**config.mk**
```make
export PLATFORM = sky130hd
export DESIGN_NAME = mdio_mgmt_master
export DESIGN_NICKNAME = d
export VERILOG_FILES = /design/src/rtl/mdio_mgmt_pkg.sv /design/src/rtl/mdio_mdc_gen.sv /design/src/rtl/mdio_frame_seq.sv /design/src/rtl/mdio_reg_bank.sv /design/src/rtl/mdio_mgmt_master.sv
export SDC_FILE = /design/constraint.sdc
export NUM_CORES = 1
export LEC_CHECK = 0
export BUFFER_PORTS_ARGS = -buffer_cell sky130_fd_sc_hd__buf_4
export CAP_MARGIN = 20
export CORE_ASPECT_RATIO = 0.7
export CORE_UTILIZATION = 25
export DETAILED_ROUTE_END_ITERATION = 12
export GPL_TIMING_DRIVEN = 0
export PLACE_DENSITY_LB_ADDON = 0.15
export SLEW_MARGIN = 5
export SYNTH_ARGS = -nofsm -noshare
export SYNTH_HDL_FRONTEND = slang
export SYNTH_SLANG_ARGS = --single-unit
```
**constraint.sdc**
```tcl
create_clock -name clk -period 4.4 [get_ports clk]
set_input_delay 0.22 -clock clk [delete_from_list [all_inputs] [get_ports clk]]
set_output_delay 0.22 -clock clk [all_outputs]
set_load 0.02 [all_outputs]
```
**src/rtl/mdio_mgmt_pkg.sv**
```systemverilog
package mdio_mgmt_pkg;
   localparam int CMD_WR_BIT = 27;
   localparam int CMD_RD_BIT = 26;
   localparam int REGAD_LSB  = 21;
   localparam int PHYAD_LSB  = 16;
   localparam int FIELD_W    = 5;
   localparam int DATA_W     = 16;

   localparam logic [1:0] OPC_READ  = 2'b10;
   localparam logic [1:0] OPC_WRITE = 2'b01;
   localparam logic [1:0] SOF_CODE  = 2'b01;

   typedef struct packed {
      logic                wr;
      logic                rd;
      logic [FIELD_W-1:0]  regad;
      logic [FIELD_W-1:0]  phyad;
   } mdio_cmd_t;
endpackage

```
**src/rtl/mdio_mdc_gen.sv**
```systemverilog
module mdio_mdc_gen #(
   parameter int DIV_HALF = 50
) (
   input  logic clk,
   input  logic rst_n,
   input  logic en,
   output logic mdc,
   output logic rise_stb,
   output logic fall_stb
);
   logic tick;

   generate
      if (DIV_HALF < 1) begin : g_bad_div
         $error("DIV_HALF must be at least 1");
      end
      if (DIV_HALF == 1) begin : g_direct
         assign tick = en;
      end else begin : g_count
         localparam int CW = $clog2(DIV_HALF);
         logic [CW-1:0] cnt;
         assign tick = en && (cnt == CW'(DIV_HALF - 1));
         always_ff @(posedge clk or negedge rst_n) begin
            if (!rst_n)      cnt <= '0;
            else if (!en)    cnt <= '0;
            else if (tick)   cnt <= '0;
            else             cnt <= cnt + CW'(1);
         end
      end
   endgenerate

   always_ff @(posedge clk or negedge rst_n) begin
      if (!rst_n)     mdc <= 1'b0;
      else if (!en)   mdc <= 1'b0;
      else if (tick)  mdc <= ~mdc;
   end

   assign rise_stb = tick && !mdc;
   assign fall_stb = tick && mdc;
endmodule

```
**src/rtl/mdio_frame_seq.sv**
```systemverilog
module mdio_frame_seq
   import mdio_mgmt_pkg::*;
#(
   parameter int PRE_LEN = 32
) (
   input  logic               clk,
   input  logic               rst_n,
   input  logic               start,
   input  logic               is_read,
   input  logic [FIELD_W-1:0] phyad,
   input  logic [FIELD_W-1:0] regad,
   input  logic [DATA_W-1:0]  wdata,
   input  logic               rise_stb,
   input  logic               fall_stb,
   input  logic               mdio_i,
   output logic               busy,
   output logic               done,
   output logic [DATA_W-1:0]  rdata,
   output logic               mdio_o,
   output logic               mdio_oe
);
   localparam int HDR_LEN    = 4 + 2 * FIELD_W;
   localparam int FRAME_LEN  = PRE_LEN + HDR_LEN + 2 + DATA_W;
   localparam int IW         = $clog2(FRAME_LEN);
   localparam int DRIVE_END  = PRE_LEN + HDR_LEN;
   localparam int DATA_START = DRIVE_END + 2;

   generate
      if (PRE_LEN < 1) begin : g_bad_pre
         $error("PRE_LEN must be at least 1");
      end
   endgenerate

   logic [FRAME_LEN-1:0] frame_w;
   logic [FRAME_LEN-1:0] shreg;
   logic [IW-1:0]        idx;
   logic                 rd_mode;
   logic                 last;

   assign frame_w = {{PRE_LEN{1'b1}}, SOF_CODE,
                     is_read ? OPC_READ : OPC_WRITE,
                     phyad, regad,
                     is_read ? 2'b11 : 2'b10,
                     is_read ? {DATA_W{1'b1}} : wdata};

   assign last = (idx == IW'(FRAME_LEN - 1));

   always_ff @(posedge clk or negedge rst_n) begin
      if (!rst_n) begin
         busy    <= 1'b0;
         done    <= 1'b0;
         idx     <= '0;
         shreg   <= '1;
         rd_mode <= 1'b0;
         rdata   <= '0;
      end else begin
         done <= 1'b0;
         if (start && !busy) begin
            busy    <= 1'b1;
            idx     <= '0;
            shreg   <= frame_w;
            rd_mode <= is_read;
         end else if (busy) begin
            if (rise_stb && rd_mode && (idx >= IW'(DATA_START)))
               rdata <= {rdata[DATA_W-2:0], mdio_i};
            if (fall_stb) begin
               if (last) begin
                  busy <= 1'b0;
                  done <= 1'b1;
               end else begin
                  idx   <= idx + IW'(1);
                  shreg <= {shreg[FRAME_LEN-2:0], 1'b1};
               end
            end
         end
      end
   end

   assign mdio_o  = shreg[FRAME_LEN-1];
   assign mdio_oe = busy && (!rd_mode || (idx < IW'(DRIVE_END)));
endmodule

```
**src/rtl/mdio_reg_bank.sv**
```systemverilog
module mdio_reg_bank
   import mdio_mgmt_pkg::*;
#(
   parameter int AW = 3
) (
   input  logic              clk,
   input  logic              rst_n,
   input  logic              bus_wr,
   input  logic              bus_rd,
   input  logic [AW-1:0]     bus_addr,
   input  logic [31:0]       bus_wdata,
   output logic [31:0]       bus_rdata,
   input  logic              seq_done,
   input  logic [DATA_W-1:0] cap_data,
   output logic              start,
   output mdio_cmd_t         cmd,
   output logic [DATA_W-1:0] wdata
);
   localparam logic [AW-1:0] CTRL_ADDR  = AW'(0);
   localparam logic [AW-1:0] WDATA_ADDR = AW'(4);

   generate
      if (AW < 3) begin : g_bad_aw
         $error("AW must be at least 3");
      end
   endgenerate

   logic              ctrl_sel, wdat_sel, cmd_busy, both_cmd, accept;
   logic [DATA_W-1:0] rdval;
   logic [31:0]       ctrl_word;
   logic              unused_hi;

   assign ctrl_sel  = (bus_addr == CTRL_ADDR);
   assign wdat_sel  = (bus_addr == WDATA_ADDR);
   assign cmd_busy  = cmd.wr || cmd.rd;
   assign both_cmd  = bus_wdata[CMD_WR_BIT] && bus_wdata[CMD_RD_BIT];
   assign accept    = bus_wr && ctrl_sel && !cmd_busy && !both_cmd;
   assign unused_hi = ^bus_wdata[31:28];

   always_ff @(posedge clk or negedge rst_n) begin
      if (!rst_n) begin
         cmd   <= '0;
         start <= 1'b0;
         rdval <= '0;
         wdata <= '0;
      end else begin
         start <= 1'b0;
         if (accept) begin
            cmd.wr    <= bus_wdata[CMD_WR_BIT];
            cmd.rd    <= bus_wdata[CMD_RD_BIT];
            cmd.regad <= bus_wdata[REGAD_LSB +: FIELD_W];
            cmd.phyad <= bus_wdata[PHYAD_LSB +: FIELD_W];
            start     <= bus_wdata[CMD_WR_BIT] || bus_wdata[CMD_RD_BIT];
         end else if (seq_done) begin
            if (cmd.rd) rdval <= cap_data;
            cmd.wr <= 1'b0;
            cmd.rd <= 1'b0;
         end
         if (bus_wr && wdat_sel)
            wdata <= bus_wdata[DATA_W-1:0];
      end
   end

   assign ctrl_word = {4'b0000, cmd.wr, cmd.rd, cmd.regad, cmd.phyad, rdval};

   always_ff @(posedge clk or negedge rst_n) begin
      if (!rst_n)       bus_rdata <= '0;
      else if (bus_rd)  bus_rdata <= ctrl_sel ? ctrl_word :
                                     wdat_sel ? {16'h0000, wdata} : 32'h0;
   end
endmodule

```
**src/rtl/mdio_mgmt_master.sv**
```systemverilog
module mdio_mgmt_master
   import mdio_mgmt_pkg::*;
#(
   parameter int DIV_HALF = 50,
   parameter int PRE_LEN  = 32,
   parameter int AW       = 3
) (
   input  logic          clk,
   input  logic          rst_n,
   input  logic          bus_wr,
   input  logic          bus_rd,
   input  logic [AW-1:0] bus_addr,
   input  logic [31:0]   bus_wdata,
   output logic [31:0]   bus_rdata,
   output logic          mdc,
   output logic          mdio_o,
   output logic          mdio_oe,
   input  logic          mdio_i
);
   mdio_cmd_t         cmd_q;
   logic              start, seq_busy, seq_done, rise_stb, fall_stb;
   logic [DATA_W-1:0] wdata_q, cap_data;

   mdio_reg_bank #(.AW(AW)) u_regs (
      .clk(clk), .rst_n(rst_n), .bus_wr(bus_wr), .bus_rd(bus_rd),
      .bus_addr(bus_addr), .bus_wdata(bus_wdata), .bus_rdata(bus_rdata),
      .seq_done(seq_done), .cap_data(cap_data), .start(start),
      .cmd(cmd_q), .wdata(wdata_q)
   );

   mdio_mdc_gen #(.DIV_HALF(DIV_HALF)) u_mdc (
      .clk(clk), .rst_n(rst_n), .en(seq_busy), .mdc(mdc),
      .rise_stb(rise_stb), .fall_stb(fall_stb)
   );

   mdio_frame_seq #(.PRE_LEN(PRE_LEN)) u_seq (
      .clk(clk), .rst_n(rst_n), .start(start), .is_read(cmd_q.rd),
      .phyad(cmd_q.phyad), .regad(cmd_q.regad), .wdata(wdata_q),
      .rise_stb(rise_stb), .fall_stb(fall_stb), .mdio_i(mdio_i),
      .busy(seq_busy), .done(seq_done), .rdata(cap_data),
      .mdio_o(mdio_o), .mdio_oe(mdio_oe)
   );
endmodule

```
==> qor.yml, run 1 <==
cts-root-buf: "clkbuf_16"
dieHeight_um: 142.5
synth_top_family_by_area: "simple AND/OR/NAND/NOR gates"
cts_tree: "built"
hold_start: "bus_wdata[15]"
finalSetupTns_ns: 0
grt_busiest_layer: "met1"
fin_crit_sh_pct: 55.97
place_ws_ns: 1.956
netlist_area_um2: 7054
worstReg2RegEnd: "u_seq.shreg[59]"
worstPathRequired_ns: 4.76
path_max_fanout: 10
htree_levels: 4
synthFlopType: "dfrtp_1"
met2_usage_pct: 16.40
r2r_cells: 7
ys_warn_count: 0
cts_buffer_depth: 2
drv_slew: 0
min_period_ns: 2.463
grt_pass1_wl_um: 28370
io_pins: 75
irDropWorstVdd_mv: 0.2159
ys_top_cells_by_area: "dfrtp_1 (37%), dfstp_2 (24%), mux2_2 (7.7%)"
grt_max_degree: 110
port_buffers: 65
cts.sink_count: 169
skew_ns: 0.008576
final_nets: 789
rsz0062_at_grt: "false"
routed_via_density: 4.410
syn_area_per_cell_um2: 10.80
routed-via-count: 4983
grt_use_total_pct: 12.75
worst_slew_pin_slew_ns: 0.7339
use_met3_pct: 3.297
synth.distinct_cells: 40
critical_path.endpoint: "u_seq.shreg[59]"
drv_cap: 0
clk_latency_ns: 0.43
grt_overflow: 0
synth-seq-cells: 169
first_global_vias: 4974
core_area_um2: 27760
hold_path.class: "in -> reg"
drive_above_1_share_pct: 29.38
ys_seq_area_share_pct: 61.09
dr.pass1.iters: 4
first_iter_violations: 331
timing.fmax_mhz: 406.1
hpwl_um: 11870
status: "completed"
max-slew-margin-rel_pct: 50.86
syn_to_final_growth_pct: 23.45
netlist_instances: 653
crit_type: "reg -> reg"
worstPathArrival_ns: 2.83
yosysMostFrequentCell: "dfrtp_1"
cp-start-kind: "flop"
cts_setup_buffers: 0
synthArstFlopShare_pct: 100.0
powerDensity_nw_per_um2: 388.0
diodes: 0
synth_compound_area_share_pct: 6.669
r2r_start: "u_seq.idx[1]"
yosysTopAreaCellShare_pct: 37.25
synthSimpleGateAreaFrac_pct: 17.67
yosys-top-cells-count: "dfrtp_1 (105), nand2_1 (100), nor3_1 (68)"
place_congestion: 0.7134
wl_per_cell_um: 15.51
power.leakage_nw: 3.837
synth_xor_area_share_pct: 0.7449
ant_nets: 0
die_area_um2: 28900
setup_violations: 0
use_met1_pct: 20.13
hold_violations: 0
crit_start: "u_seq.idx[1]"
reg2reg_slack_ns: 1.94
rows: 51
whs_path_depth: 2
antenna_found_initial: 0
synthAdderAreaFrac_pct: 0.5321
endpoint_kind: "flop"
cts_buffers: 17
clkTransAtPathRegs_ns: 0.07
wl_um: 17530
route.detailed.drc: 0
synth_edf_count: 0
setup_ws_ns: 1.937
synth.largest_area_cell: "dfrtp_1"
floorplan.initialDensity_pct: 25.41
synth_mux_area_share_pct: 9.259
fp.dieW_um: 202.8
metal layers:
layer / wire, um / part of all wire (%)
met5: 0 / 0
met4: 167 / 0.95
met3: 626 / 3.6
met2: 6764 / 39
met1: 9971 / 57
flip-flops by register name (all words and copies together) (netlist names), 6 cells and up:
name	count
u_regs.wdata	16
u_seq.shreg	64
u_seq.idx	6
u_seq.rdata	16
u_regs.cmd	12
u_regs.rdval	16
u_mdc.g_count.cnt	6
u_regs.bus_rdata	28
worst min-delay path by stage:
| stage | end | slack, ns |
|---|---|---|
| after floorplan | u_mdc.g_count.cnt[0] | -0.08 |
| after global placement | u_regs.wdata[7] | 0.45 |
| after detailed placement | u_regs.bus_rdata[9] | 0.20 |
| after CTS | u_regs.wdata[6] | 0.001 |
| after global routing | u_regs.wdata[6] | 0.003 |
| final | u_regs.wdata[15] | 0.02 |
worst max-delay path: stages (launching register included):
cell and delay, ns:
dfrtp_1 0.42, ha_1 0.22, nand3_1 0.16, o211ai_1 0.49
buf_2 0.37, buf_1 0.52, nand2_1 0.12, nand3_1 0.11
cells in the final DEF (no fill, tap or decap), drive strengths merged, types with 5 or more instances in the layout:
cell	Yosys	layout
dfrtp	105	105
nand2	100	100
buf	16	82
nor3	68	68
dfstp	64	64
mux2	58	58
clkbuf	33	53
nand3	52	52
nor2	38	38
a21oi	24	24
inv	18	18
a22oi	16	16
o21ai	14	14
a31oi	11	11
clkinv	0	9
dlygate4sd3	0	5
timing repair:
| item | CTS | global route |
|---|---|---|
| hold buffers | 3 | 2 |
| gates resized for setup | 0 | 0 |
| endpoints found under the hold margin | 27 | 2 |
power by group:
part           internal, mW  switching [mW]
Combinational        0.0777          0.0947
Sequential             1.60          0.0460
Clock                 0.922           0.638
Total                  2.60           0.778
per-stage QoR:
stage               util [%]  hold slack, ns  cells  total power [mW]  cell area [um^2]
floorplan                  -        -0.07559    656             1.729              7066
global placement       28.88          0.4538   1092             1.845              8018
detailed placement     29.01          0.1959   1093             1.849              8053
CTS                    31.30        0.001300   1128             3.432              8688
global route           31.37        0.003218   1130             3.507              8708
finish                 31.37         0.02119   1130             3.379              8708
layout make-up:
cell class,instances,area (um^2)
Buffer,49,214.0
Clock buffer,20,456.7
Clock inverter,12,148.9
Fill cell,2908,19050
Inverter,18,67.56
Multi-Input combinational cell,420,2475
Sequential cell,169,4309
Tap cell,371,464.2
Timing Repair Buffer,71,573.1
cells by family after synthesis:
kind of cell | after synthesis
XOR/XNOR | 6
multiplexers | 58
AO/OA/AOI/OAI | 77
buffers and inverters | 67
flip-flops | 169
other | 1
AND/OR/NAND/NOR | 272
adder cells (fa/ha/maj) | 3
Note: power is estimated with default switching activity, not from simulation.
==> run 2: changes to the inputs <==
- clock period: 4.4 -> 2.1 ns (I/O delays scaled with it)
==> run 2 against run 1 <==
Against the previous run: global-route usage increased by 0.11 points; setup slack lost 1.8 ns; critical path depth unchanged; sequential power rose by 110%; clock power grew 110%; non-clock buffer count increased by 26; final area grew 3.3%; core utilization up 1.1 points; highest routed layer unchanged.
==> qor.yml, run 2 (synthesis gave the netlist of run 1 again) <==
status: "completed"
highest_layer: "met4"
cts-root-buf: "clkbuf_16"
regMostFlops: "u_seq.shreg"
wirelength_met1_um: 10150  # +1.7%
met2_wirelength_um: 6932  # +2.5%
cts.sink_count: 169  # unchanged
dr.pass1.iters: 5  # +1
reg_top3: "u_seq.shreg (64), u_regs.bus_rdata (28)"
route.met3.wl_um: 533  # -15%
syn_to_final_growth_pct: 27.58
hold_violations: 0  # unchanged
whs_path_depth: 2  # unchanged
grt_max_degree: 110  # unchanged
layout_common_cells: "dfrtp_1 (105), nand2_1 (100), buf_4 (71), nor3_1 (68), dfstp_2 (64)"
drive_above_1_share_pct: 30.06  # +0.68 points
endpoint_kind: "flop"
floorplan.initialDensity_pct: 25.41  # unchanged
fin_area_um2: 9000  # +3.3%
hold_path.class: "in -> reg"
reg2reg_slack_ns: 0.16  # -1.78 ns
crit_type: "reg -> reg"
route.detailed.drc: 0  # unchanged
power.leakage_nw: 3.987  # +3.9%
min_to: "u_regs.bus_rdata[17]"
grt_pass1_wl_um: 28680  # +1.1%
r2r_cells: 7  # unchanged
rows: 51  # unchanged
skew_ns: 0.01657  # +0.007993 ns
worst_slew_pin_slew_ns: 0.7207  # -0.01319 ns
largest_reg_flops: 64  # unchanged
first_global_vias: 5058  # +1.7%
worstReg2RegEnd: "u_seq.idx[5]"
rsz0062_at_grt: "false"
wl_per_cell_um: 15.27  # -1.6%
clkTransAtPathRegs_ns: 0.06  # about the same
cts_buffers: 17  # unchanged
dieHeight_um: 142.5  # unchanged
fp.dieW_um: 202.8  # unchanged
min_period_ns: 1.943  # -0.5199 ns
cp-start-kind: "flop"
cts_buffer_depth: 2  # unchanged
core_area_um2: 27760  # unchanged
die_area_um2: 28900  # unchanged
clk_latency_ns: 0.43  # about the same
irDropWorstVdd_mv: 0.4427  # +110%
drv_cap: 0  # unchanged
cts_tree: "built"
final_nets: 815  # +3.3%
place_congestion: 0.7134  # unchanged
worstPathRequired_ns: 2.45  # -2.31 ns
hold_start: "bus_rd"
routed-via-count: 5064  # +1.6%
p_total_mw: 7.104  # +110%
r2r_start: "u_mdc.g_count.cnt[1]"
powerDensity_nw_per_um2: 789.4  # +100%
antenna_found_initial: 1  # +1
htree_levels: 4  # unchanged
dpl_cell_area_um2: 8053  # unchanged
fin_crit_sh_pct: 92.51  # +37 points
grt_use_total_pct: 12.86  # +0.11 points
setup_violations: 0  # unchanged
timing.fmax_mhz: 514.8  # +27%
worstPathArrival_ns: 2.29  # -0.54 ns
final_common_cell: "dfrtp_1"
max-slew-margin-rel_pct: 51.74  # +0.88 points
wl_um: 17670  # +0.79%
routed_via_density: 4.377  # -0.75%
grt_overflow: 0  # unchanged
drv_slew: 0  # unchanged
first_iter_violations: 350  # +5.7%
io_pins: 75  # unchanged
ant_nets: 0  # unchanged
port_buffers: 65  # unchanged
hpwl_um: 11870  # unchanged
path_max_fanout: 6  # -4
[run 2: cell type report]
| cell class | instances | area, um^2 |
|---|---|---|
| antenna | 1 | 2.502 |
| buffer | 47 | 230.2 |
| clock buffer | 20 | 456.7 |
| clock inverter | 12 | 148.9 |
| fill | 2889 | 18760 |
| inverter | 18 | 67.56 |
| multi-input combinational | 420 | 2475 |
| sequential | 169 | 4309 |
| tap | 371 | 464.2 |
| timing repair buffer | 99 | 845.8 |
[run 2: what timing repair did]
item | 4_1_cts | 5_1_grt
hold buffers | 30 | 0
gates cloned | 0 | 0
pin swaps | 2 | 0
hold endpoints to repair | 90 | 0
setup buffers | 3 | 0
endpoints found under the setup margin | 59 | 58
resized for setup | 2 | 20
[run 2: metrics by stage]
stage | hold slack, ns | setup TNS [ns] | util (%) | instances | setup WS [ns]
6_report | 0.1276 | 0 | 32.42 | 1157 | 0.1573
3_3_place_gp | 0.3388 | -30.38 | 28.88 | 1092 | -0.3866
4_1_cts | 0.1283 | 0 | 32.35 | 1157 | 0.004905
3_5_place_dp | 0.08089 | -7.668 | 29.01 | 1093 | -0.3440
2_1_floorplan | -0.1906 | 0 | - | 656 | 0.1945
5_1_grt | 0.1568 | 0 | 32.42 | 1157 | 0.005322
[run 2: worst max path at each step]
| stage | slack [ns] | cells after the start | end | from |
|---|---|---|---|---|
| final | 0.16 | 7 | u_seq.idx[5] | u_mdc.g_count.cnt[1] |
| after global routing | 0.005 | 7 | u_seq.idx[5] | u_mdc.g_count.cnt[1] |
| after CTS | 0.005 | 6 | u_seq.shreg[16] | u_seq.busy |
| after detailed placement | -0.34 | 7 | u_seq.shreg[59] | u_seq.idx[1] |
| after global placement | -0.39 | 7 | u_seq.shreg[61] | u_seq.idx[1] |
| after floorplan | 0.19 | 5 | u_seq.rdata[10] | u_mdc.g_count.cnt[3] |
[run 2: worst max-delay path, stage by stage, from the launching register on]
cell      delay [ns]
dfrtp_1         0.40
inv_1           0.06
ha_1            0.17
and4_1          0.24
o211ai_1        0.14
buf_4           0.20
or4_1           0.49
a21oi_1         0.16
[run 2: layer usage]
layer	track usage (%)	up-vias
li1	-	2484
met1	20.37	2506
met2	16.69	70
met3	3.022	4
met4	3.799	0
met5	0	-
[run 2: report_power, final]
group | switching (mW) | total [mW] | internal (mW)
combinational | 0.204 | 0.397 | 0.193
sequential | 0.0965 | 3.45 | 3.36
clock | 1.32 | 3.26 | 1.93
